### config.mk
export PLATFORM = sky130hd
export DESIGN_NAME = cmp_timer
export DESIGN_NICKNAME = d
export VERILOG_FILES = /design/src/rtl/cmp_timer_pkg.sv /design/src/rtl/cmp_timer_regs.sv /design/src/rtl/cmp_timer_fsm.sv /design/src/rtl/cmp_timer_chan.sv /design/src/rtl/cmp_timer.sv
export SDC_FILE = /design/constraint.sdc
export NUM_CORES = 1
export LEC_CHECK = 0
export ABC_AREA = 1
export BUFFER_PORTS_ARGS = -buffer_cell sky130_fd_sc_hd__buf_2
export CAP_MARGIN = 5
export CORE_MARGIN = 2
export CORE_UTILIZATION = 55
export DETAILED_ROUTE_END_ITERATION = 8
export GPL_TIMING_DRIVEN = 1
export HOLD_SLACK_MARGIN = 0.03
export PLACE_DENSITY = 0.77
export SYNTH_ARGS = -nofsm -noshare
export SYNTH_HDL_FRONTEND = slang
export SYNTH_HIERARCHICAL = 1
export SYNTH_SLANG_ARGS = --single-unit
### constraint.sdc
create_clock -name clk -period 2.2 [get_ports clk]
set_input_delay 0.11 -clock clk [delete_from_list [all_inputs] [get_ports clk]]
set_output_delay 0.11 -clock clk [all_outputs]
set_load 0.01 [all_outputs]
### src/rtl/cmp_timer_pkg.sv
package cmp_timer_pkg;

    localparam int AW = 3;

    localparam logic [AW-1:0] A_CTRL   = 3'd0;
    localparam logic [AW-1:0] A_OUTCFG = 3'd1;
    localparam logic [AW-1:0] A_ACTION = 3'd2;
    localparam logic [AW-1:0] A_FLAGS  = 3'd3;
    localparam logic [AW-1:0] A_COUNT  = 3'd4;
    localparam int            CMP_BASE = 5;

    localparam int ACT_STRIDE = 4;
    localparam int OE_BASE    = 8;

    localparam logic [2:0] ACT_HOLD   = 3'b000;
    localparam logic [2:0] ACT_LOW    = 3'b001;
    localparam logic [2:0] ACT_HIGH   = 3'b010;
    localparam logic [2:0] ACT_TOGGLE = 3'b011;

    typedef enum logic [1:0] {
        ST_IDLE = 2'd0,
        ST_RUN  = 2'd1,
        ST_HALT = 2'd2
    } tmr_state_e;

endpackage

### src/rtl/cmp_timer_regs.sv
module cmp_timer_regs
    import cmp_timer_pkg::*;
#(
    parameter int DW  = 16,
    parameter int NCH = 3
) (
    input  logic              clk,
    input  logic              rst,
    input  logic              wr_en,
    input  logic [AW-1:0]     addr,
    input  logic [DW-1:0]     wdata,
    input  tmr_state_e        state,
    input  logic [DW-1:0]     cnt,
    input  logic [NCH-1:0]    flag,
    output logic              clr_en,
    output logic              stop_en,
    output logic [NCH-1:0]    init_lvl,
    output logic [NCH-1:0]    oe,
    output logic [3*NCH-1:0]  act,
    output logic [NCH*DW-1:0] cmp,
    output logic [DW-1:0]     rdata
);

    logic [DW-1:0] rd_n;

    // control, output configuration and action codes
    always_ff @(posedge clk) begin
        if (rst) begin
            clr_en   <= 1'b0;
            stop_en  <= 1'b0;
            init_lvl <= '0;
            oe       <= '0;
            act      <= '0;
        end else if (wr_en) begin
            unique case (addr)
                A_CTRL: begin
                    clr_en  <= wdata[1];
                    stop_en <= wdata[2];
                end
                A_OUTCFG: begin
                    init_lvl <= wdata[NCH-1:0];
                    oe       <= wdata[OE_BASE +: NCH];
                end
                A_ACTION: begin
                    for (int i = 0; i < NCH; i++) begin
                        act[3*i +: 3] <= wdata[ACT_STRIDE*i +: 3];
                    end
                end
                default: ;
            endcase
        end
    end

    // one compare register per channel
    for (genvar g = 0; g < NCH; g++) begin : g_cmp
        always_ff @(posedge clk) begin
            if (rst) begin
                cmp[g*DW +: DW] <= '0;
            end else if (wr_en && addr == AW'(CMP_BASE + g)) begin
                cmp[g*DW +: DW] <= wdata;
            end
        end
    end

    always_comb begin
        rd_n = '0;
        unique case (addr)
            A_CTRL: begin
                rd_n[0] = (state == ST_RUN);
                rd_n[1] = clr_en;
                rd_n[2] = stop_en;
            end
            A_OUTCFG: begin
                rd_n[NCH-1:0]        = init_lvl;
                rd_n[OE_BASE +: NCH] = oe;
            end
            A_ACTION: begin
                for (int i = 0; i < NCH; i++) begin
                    rd_n[ACT_STRIDE*i +: 3] = act[3*i +: 3];
                end
            end
            A_FLAGS: rd_n[NCH-1:0] = flag;
            A_COUNT: rd_n = cnt;
            default: begin
                for (int i = 0; i < NCH; i++) begin
                    if (addr == AW'(CMP_BASE + i)) rd_n = cmp[i*DW +: DW];
                end
            end
        endcase
    end

    always_ff @(posedge clk) begin
        if (rst) rdata <= '0;
        else     rdata <= rd_n;
    end

endmodule

### src/rtl/cmp_timer_fsm.sv
module cmp_timer_fsm
    import cmp_timer_pkg::*;
#(
    parameter int DW = 16
) (
    input  logic          clk,
    input  logic          rst,
    input  logic          tick,
    input  logic          run_wr,
    input  logic          run_val,
    input  logic          cnt_wr,
    input  logic [DW-1:0] cnt_wdata,
    input  logic          match_a,
    input  logic          clr_en,
    input  logic          stop_en,
    output tmr_state_e    state,
    output logic [DW-1:0] cnt,
    output logic          advance
);

    tmr_state_e state_d;
    logic       stop_hit;

    assign advance  = (state == ST_RUN) && tick;
    assign stop_hit = match_a && stop_en;

    // state register
    always_ff @(posedge clk) begin
        if (rst) state <= ST_IDLE;
        else     state <= state_d;
    end

    // transitions: start, pause, period stop, resume
    always_comb begin
        state_d = state;
        unique case (state)
            ST_IDLE: begin
                if (run_wr && run_val) state_d = ST_RUN;
            end
            ST_RUN: begin
                if (run_wr)        state_d = run_val ? ST_RUN : ST_HALT;
                else if (stop_hit) state_d = ST_HALT;
            end
            ST_HALT: begin
                if (run_wr && run_val) state_d = ST_RUN;
            end
            default: state_d = ST_IDLE;
        endcase
    end

    // counter: software load, hold on period stop, clear on period, step
    always_ff @(posedge clk) begin
        if (rst) begin
            cnt <= '0;
        end else if (cnt_wr) begin
            cnt <= cnt_wdata;
        end else if (advance) begin
            if (stop_hit)                cnt <= cnt;
            else if (match_a && clr_en)  cnt <= '0;
            else                         cnt <= cnt + DW'(1);
        end
    end

endmodule

### src/rtl/cmp_timer_chan.sv
module cmp_timer_chan
    import cmp_timer_pkg::*;
#(
    parameter int DW = 16
) (
    input  logic          clk,
    input  logic          rst,
    input  tmr_state_e    state,
    input  logic          advance,
    input  logic [DW-1:0] cnt,
    input  logic [DW-1:0] cmp,
    input  logic [2:0]    act,
    input  logic          init_lvl,
    input  logic          oe,
    input  logic          flag_clr,
    output logic          hit,
    output logic          lvl,
    output logic          flag,
    output logic          pin_out,
    output logic          pin_oe
);

    assign hit = advance && (cnt == cmp);

    always_ff @(posedge clk) begin
        if (rst) begin
            lvl <= 1'b0;
        end else begin
            unique case (state)
                ST_IDLE: lvl <= init_lvl;
                ST_RUN: begin
                    if (hit) begin
                        unique case (act)
                            ACT_LOW:    lvl <= 1'b0;
                            ACT_HIGH:   lvl <= 1'b1;
                            ACT_TOGGLE: lvl <= ~lvl;
                            default:    lvl <= lvl;
                        endcase
                    end
                end
                default: lvl <= lvl;
            endcase
        end
    end

    always_ff @(posedge clk) begin
        if (rst) flag <= 1'b0;
        else     flag <= (flag & ~flag_clr) | hit;
    end

    assign pin_out = lvl & oe;
    assign pin_oe  = oe;

endmodule

### src/rtl/cmp_timer.sv
module cmp_timer
    import cmp_timer_pkg::*;
#(
    parameter int DW  = 16,
    parameter int NCH = 3
) (
    input  logic           clk,
    input  logic           rst,
    input  logic           wr_en,
    input  logic [AW-1:0]  addr,
    input  logic [DW-1:0]  wdata,
    input  logic           cnt_tick,
    output logic [DW-1:0]  rdata,
    output logic [NCH-1:0] pin_out,
    output logic [NCH-1:0] pin_oe,
    output logic [NCH-1:0] flag
);

    tmr_state_e        state_q;
    logic [DW-1:0]     cnt_q;
    logic              advance;
    logic              clr_en;
    logic              stop_en;
    logic [NCH-1:0]    init_lvl;
    logic [NCH-1:0]    oe;
    logic [3*NCH-1:0]  act_flat;
    logic [NCH*DW-1:0] cmp_flat;
    logic [NCH-1:0]    hit;
    logic [NCH-1:0]    lvl;
    logic [NCH-1:0]    flag_clr;
    logic              run_wr;
    logic              cnt_wr;

    assign run_wr   = wr_en && (addr == A_CTRL);
    assign cnt_wr   = wr_en && (addr == A_COUNT);
    assign flag_clr = (wr_en && addr == A_FLAGS) ? ~wdata[NCH-1:0] : '0;

    cmp_timer_regs #(.DW(DW), .NCH(NCH)) u_regs (
        .clk      (clk),
        .rst      (rst),
        .wr_en    (wr_en),
        .addr     (addr),
        .wdata    (wdata),
        .state    (state_q),
        .cnt      (cnt_q),
        .flag     (flag),
        .clr_en   (clr_en),
        .stop_en  (stop_en),
        .init_lvl (init_lvl),
        .oe       (oe),
        .act      (act_flat),
        .cmp      (cmp_flat),
        .rdata    (rdata)
    );

    cmp_timer_fsm #(.DW(DW)) u_fsm (
        .clk       (clk),
        .rst       (rst),
        .tick      (cnt_tick),
        .run_wr    (run_wr),
        .run_val   (wdata[0]),
        .cnt_wr    (cnt_wr),
        .cnt_wdata (wdata),
        .match_a   (hit[0]),
        .clr_en    (clr_en),
        .stop_en   (stop_en),
        .state     (state_q),
        .cnt       (cnt_q),
        .advance   (advance)
    );

    for (genvar g = 0; g < NCH; g++) begin : g_chan
        cmp_timer_chan #(.DW(DW)) u_chan (
            .clk      (clk),
            .rst      (rst),
            .state    (state_q),
            .advance  (advance),
            .cnt      (cnt_q),
            .cmp      (cmp_flat[g*DW +: DW]),
            .act      (act_flat[3*g +: 3]),
            .init_lvl (init_lvl[g]),
            .oe       (oe[g]),
            .flag_clr (flag_clr[g]),
            .hit      (hit[g]),
            .lvl      (lvl[g]),
            .flag     (flag[g]),
            .pin_out  (pin_out[g]),
            .pin_oe   (pin_oe[g])
        );
    end

endmodule

==> results.cfg, run 1 <==
[cts]
tritoncts = yes
clock-sinks = 105
clkTransAtPathRegs_ns = 0.07
numCtsBuffers = 9
clk_latency_ns = 0.35
cts_hold_buf = 0
htreeDepth = 3
clk_path_buf_depth = 2
clock-root-buffer = clkbuf_16

[placed_design]
hpwl_um = 13700
place_area_um2 = 6880
portBuffers = 47
post-place-cells = 1239
gp_congestion = 0.980

[power]
netSwitchingFraction_pct = 27.8
p_per_area_nw_per_um2 = 562
leakage_nw = 3.05
pwr-share-comb_pct = 12.5
peakVddDrop_v = 0.000334
power_w = 0.00404
pwr-share-seq_pct = 49.5
p_clk_share_pct = 38.0
p_switching_w = 0.00112
p_int_w = 0.00291

[run]
maxCapViolCount = 0

[sta]
fmax_mhz = 510
hold_viol = 0
slew_viol_final = 0
min_period_over_period_pct = 89.2
fin_tns_setup_ns = 0
rsz0062_at_grt = no
max_slew.worst_pin.slew_ns = 1.01
fin_skew_ns = 0.0125
setup_viol = 0
relSlewSlack_pct = 32.8
holdWs_ns = 0.0808
min_period_ns = 1.96

[cells_and_area]
layout_common_cells = 283 x nand2_1, 170 x nor2_1, 153 x inv_1
design_area_um2 = 7180
nFillCells = 1101
antenna_cells = 0
layoutNonFillerInstCount = 1256
area_growth_syn_to_layout_pct = 12.4
final_common_cell = nand2_1
final_nets = 1132
layout-drive-gt1-share_pct = 15.4

[critical_path]
critPathRequiredTime_ns = 2.39
regToRegSetupSlack_ns = 0.24
start_kind = flip-flop
endpoint = u_fsm/cnt[7]$_SDFFE_PP0P_
crit_arrival_ns = 2.15
r2r_end = u_fsm/cnt[7]$_SDFFE_PP0P_
critical_path_class = reg2reg
cp-end-kind = flip-flop
crit_start = u_regs/cmp[15]$_SDFFE_PP0P_
ff2ff_path_depth = 11
r2r-start = u_regs/cmp[15]$_SDFFE_PP0P_
cp_max_fo = 8

[synth]
synth.net_count = 1073
netlist_area_um2 = 6390
syn_avg_cell_area_um2 = 6.09
synthCells = 1049
yosys_warnings = 6

[global_routing]
grtUsageTotal_pct = 30.4
grt_pass1_vias = 5832
grt_pass1_wl_um = 30300
grt_max_degree = 71
gr-total-overflow = 0
antenna_found_initial = 0

[die]
io_pins = 48
start_util_pct = 56.2
core_area_um2 = 11400
dieArea_um2 = 12500
die_width_um = 112
die_height_um = 112
row_count = 39

[route]
wire_per_inst_um = 15.2
antenna_left = 0
routed_via_density = 5.34
vias = 6701
remaining_drc_errors = 0
routed_wl_um = 19000
drt_iter0_drc = 738
first_pass_iters = 5

[status]
status = completed

[min_path]
hold_path_class = in2reg
worst min-delay path by stage:
stage,cells after the start,slack (ns),end,startpoint
final,3,0.08,u_regs/cmp[30]$_SDFFE_PP0P_,wdata[14]
after global routing,3,0.08,u_regs/cmp[19]$_SDFFE_PP0P_,wdata[3]
after CTS,3,0.07,u_regs/cmp[19]$_SDFFE_PP0P_,wdata[3]
after detailed placement,3,0.44,u_regs/cmp[19]$_SDFFE_PP0P_,wdata[3]
after global placement,3,0.43,u_regs/cmp[23]$_SDFFE_PP0P_,wdata[7]
after floorplan,1,0.18,g_chan[0].u_chan/flag$_SDFF_PP0_,rst
cell type report:
| cell class | count | area, um^2 | share of cell area, % |
|---|---|---|---|
| sequential | 105 | 2100 | 29.3 |
| clock inverter | 4 | 26.3 | 0.366 |
| multi-input combinational | 750 | 3520 | 49.0 |
| inverter | 162 | 608 | 8.47 |
| clock buffer | 12 | 246 | 3.43 |
| timing repair buffer | 80 | 495 | 6.90 |
| tap | 143 | 179 | 2.49 |
state kept, by name, indices dropped and copies added, names as in the netlist, 3 cells and up:
register / flops
u_regs/oe: 3
g_chan.u_chan/lvl: 3
u_fsm/cnt: 16
g_chan.u_chan/flag: 3
u_regs/init_lvl: 3
u_regs/rdata: 16
u_regs/cmp: 48
u_regs/act: 9
repair_timing:
action / in CTS / in global routing
setup buffers: 0 / 1
gates resized for setup: 0 / 4
setup endpoints to repair: 0 / 16
critical path, stage by stage, from the launching register on:
cell	delay (ns)
dfxtp_1	0.35
inv_1	0.06
nand2_1	0.08
o21ai_0	0.09
nor3b_1	0.20
nand3b_1	0.11
nor3_2	0.21
nand2_1	0.15
nand2_1	0.18
nand2_2	0.15
nand4_1	0.13
a21oi_1	0.08
per-layer routing:
| metal | part of all wire (%) | vias to the layer above | track usage (%) | wire, um |
|---|---|---|---|---|
| met5 | 0 | - | 0 | 0 |
| met2 | 44 | 275 | 45.1 | 8340 |
| met4 | 1.6 | 0 | 8.64 | 309 |
| li1 | - | 3371 | - | - |
| met3 | 8.6 | 26 | 4.03 | 1630 |
| met1 | 46 | 3029 | 46.2 | 8750 |
power groups by stage:
stage	Sequential, W	Clock (W)	Combinational, W
4_1_cts	0.00200	0.00153	0.000492
5_1_grt	0.00201	0.00161	0.000556
2_1_floorplan	0.00204	0	0.000311
3_3_place_gp	0.00204	0	0.000484
3_5_place_dp	0.00204	0	0.000489
6_report	0.00200	0.00153	0.000506
through the flow:
| step | util [%] | worst slack [ns] |
|---|---|---|
| after global placement | 60.5 | 0.107 |
| after detailed placement | 60.5 | 0.0358 |
| after floorplan | - | 0.169 |
| after global routing | 63.2 | 0.0211 |
| after CTS | 62.9 | 0.0232 |
| final | 63.2 | 0.238 |
Note: power is estimated with default switching activity, not from simulation.
==> inputs of run 2 (changes only) <==
Settings changed: CORE_MARGIN 2 to 8.
==> run 2 against run 1 <==
  * Sequential power about the same
  * Largest cell class unchanged
  * First-iteration DRC count down 1.4%
  * Flip-flop and latch count unchanged
  * Largest power group unchanged
  * Combinational power up 1%
  * Power up 8.7%
  * Die area up 23%
  * Register-to-register slack worse by 0.05 ns
  * Non-clock buffer count up 3
  * Clock skew down 0.0077 ns
  * Count of clock-buffer cells in the layout down 3
  * Design area up 0.98%
  * Sequential share of layout area down 0.32 points
==> results.cfg, run 2 (synthesized netlist as in run 1, its figures left out) <==
[status]
status = completed

[sta]
fin_skew_ns = 0.00481
slew_viol_final = 0
fmax_mhz = 496
hold_viol = 0
fin_ws_ns = 0.184
setup_viol = 0
rsz0062_at_grt = yes
min_period_over_period_pct = 91.6
min_period_ns = 2.02
relSlewSlack_pct = 51.5
fin_tns_setup_ns = 0
max_slew.worst_pin.slew_ns = 0.725

[die]
dieArea_um2 = 15300
row_count = 39
start_util_pct = 56.2
die_height_um = 124
core_area_um2 = 11400
io_pins = 48
die_width_um = 124

[cts]
tritoncts = yes
clk_latency_ns = 0.36
clock-root-buffer = clkbuf_16
clock-sinks = 105
clkTransAtPathRegs_ns = 0.07
numCtsBuffers = 9
clk_path_buf_depth = 2
htreeDepth = 3

[cells_and_area]
area_growth_syn_to_layout_pct = 13.5
largest_reg_flops = 48
seq_area_um2 = 2100
final_common_cell = nand2_1
final_nets = 1135
layoutNonFillerInstCount = 1258
layout_common_cells = 283 x nand2_1, 170 x nor2_1, 153 x inv_1
regMostFlops = u_regs/cmp
layout-drive-gt1-share_pct = 15.5
multi_input_area_um2 = 3520
nFillCells = 1081
antenna_cells = 0
largestRegisters = u_regs/cmp x48, u_fsm/cnt x16, u_regs/rdata x16

[critical_path]
cp_cell_sequence = inv_1 > nand2_1 > o21ai_0 > nor3b_1 > nand3b_1 > nor3_2 > nand2_1 > a21oi_4 > buf_4 > a21boi_0 > a21oi_1
crit_top_cell = nand2_1
critical_path_class = reg2reg
crit_arrival_ns = 2.30
cp_max_fo = 7
path_delay_family = simple AND/OR/NAND/NOR gates
cp-end-kind = flip-flop
critPathRequiredTime_ns = 2.49
start_kind = flip-flop
crit_slowest_cell = dfxtp_1
cp.buffers_inverters = 2
max_stage_delay_ns = 0.35

[min_path]
hold_path_class = in2reg

[placed_design]
preCtsSetupSlack_ns = 0.167
hpwl_um = 14200
gp_congestion = 0.994
portBuffers = 47
post-place-cells = 1242

[route]
wire_per_inst_um = 15.7
routed_via_density = 5.43
drt_iter0_drc = 728
vias = 6826
remaining_drc_errors = 0
first_pass_iters = 6
antenna_left = 0
routed_wl_um = 19700

[global_routing]
grt_pass1_wl_um = 31600
grt_pass1_vias = 6204
grtUsageTotal_pct = 26.5
grt_max_degree = 36
antenna_found_initial = 0
gr-total-overflow = 0

[run]
maxCapViolCount = 0

[power]
power_w = 0.00439
leakage_nw = 3.08
peakVddDrop_v = 0.000449
p_per_area_nw_per_um2 = 605
-- run 2: cell count changes in the layout (fill, tap and decap cells not counted) --
cell | previous run | this run
clkbuf_8 | 1 | 0
clkbuf_1 | 2 | 0
nand2_4 | 2 | 1
buf_12 | 1 | 0
buf_4 | 32 | 36
bufinv_16 | 0 | 3
dfxtp_2 | 2 | 0
clkinv_4 | 0 | 1
nand2_2 | 23 | 24
clkinv_2 | 2 | 0
dfxtp_1 | 103 | 105
-- run 2: final timing paths --
check / slack [ns] / from / depth (start not counted) / endpoint
min: 0.06 / wdata[15] / 3 / u_regs/cmp[31]$_SDFFE_PP0P_
max reg2reg: 0.18 / u_regs/cmp[15]$_SDFFE_PP0P_ / 11 / u_fsm/cnt[12]$_SDFFE_PP0P_
max: 0.18 / u_regs/cmp[15]$_SDFFE_PP0P_ / 11 / u_fsm/cnt[12]$_SDFFE_PP0P_
min reg2reg: 0.48 / u_regs/cmp[0]$_SDFFE_PP0P_ / 2 / u_regs/cmp[0]$_SDFFE_PP0P_
-- run 2: worst reg2reg max path, cell delays in order, from the launching register on --
cell and delay, ns:
dfxtp_1 0.35, inv_1 0.06, nand2_1 0.07, o21ai_0 0.08, nor3b_1 0.21, nand3b_1 0.12
nor3_2 0.22, nand2_1 0.15, a21oi_4 0.27, buf_4 0.20, a21boi_0 0.09, a21oi_1 0.15
-- run 2: layout make-up --
type                    instances  share of cell area (%)
clock buffers                   9                    3.11
clock inverters                 6                    1.59
inverters                     162                    8.39
multi-input cells             750                    48.5
flip-flops and latches        105                    29.0
well taps                     143                    2.47
repair buffers                 83                    6.97
-- run 2: through the flow --
stage | cell area [um^2] | hold slack (ns) | utilization, %
after detailed placement | 6900 | 0.426 | 60.7
after floorplan | 6390 | 0.179 | -
after global placement | 6900 | 0.422 | 60.7
after CTS | 7240 | 0.0513 | 63.7
final | 7250 | 0.0624 | 63.8
after global routing | 7250 | 0.0660 | 63.8
-- run 2: repair_timing --
action | 4_1_cts | 5_1_grt
setup endpoints to repair | 0 | 14
buffers inserted | 0 | 1
endpoints found under the hold margin | 0 | 0
resized for setup | 0 | 1
hold buffers | 0 | 0
-- run 2: power by group --
group          leakage (nW)  internal, W  total, W  switching, W
Clock                 0.162      0.00111   0.00188      0.000766
Sequential            0.851      0.00195   0.00199     0.0000442
Combinational          2.07     0.000163  0.000513      0.000350
-- run 2: routing by layer --
| metal | global-route usage, % | share of wire (%) | up-vias |
|---|---|---|---|
| met5 | 0 | 0 | - |
| met4 | 13.5 | 3.2 | 0 |
| met3 | 4.49 | 8.6 | 48 |
| met2 | 40.0 | 45 | 300 |
| met1 | 35.7 | 43 | 3098 |
| li1 | - | - | 3380 |
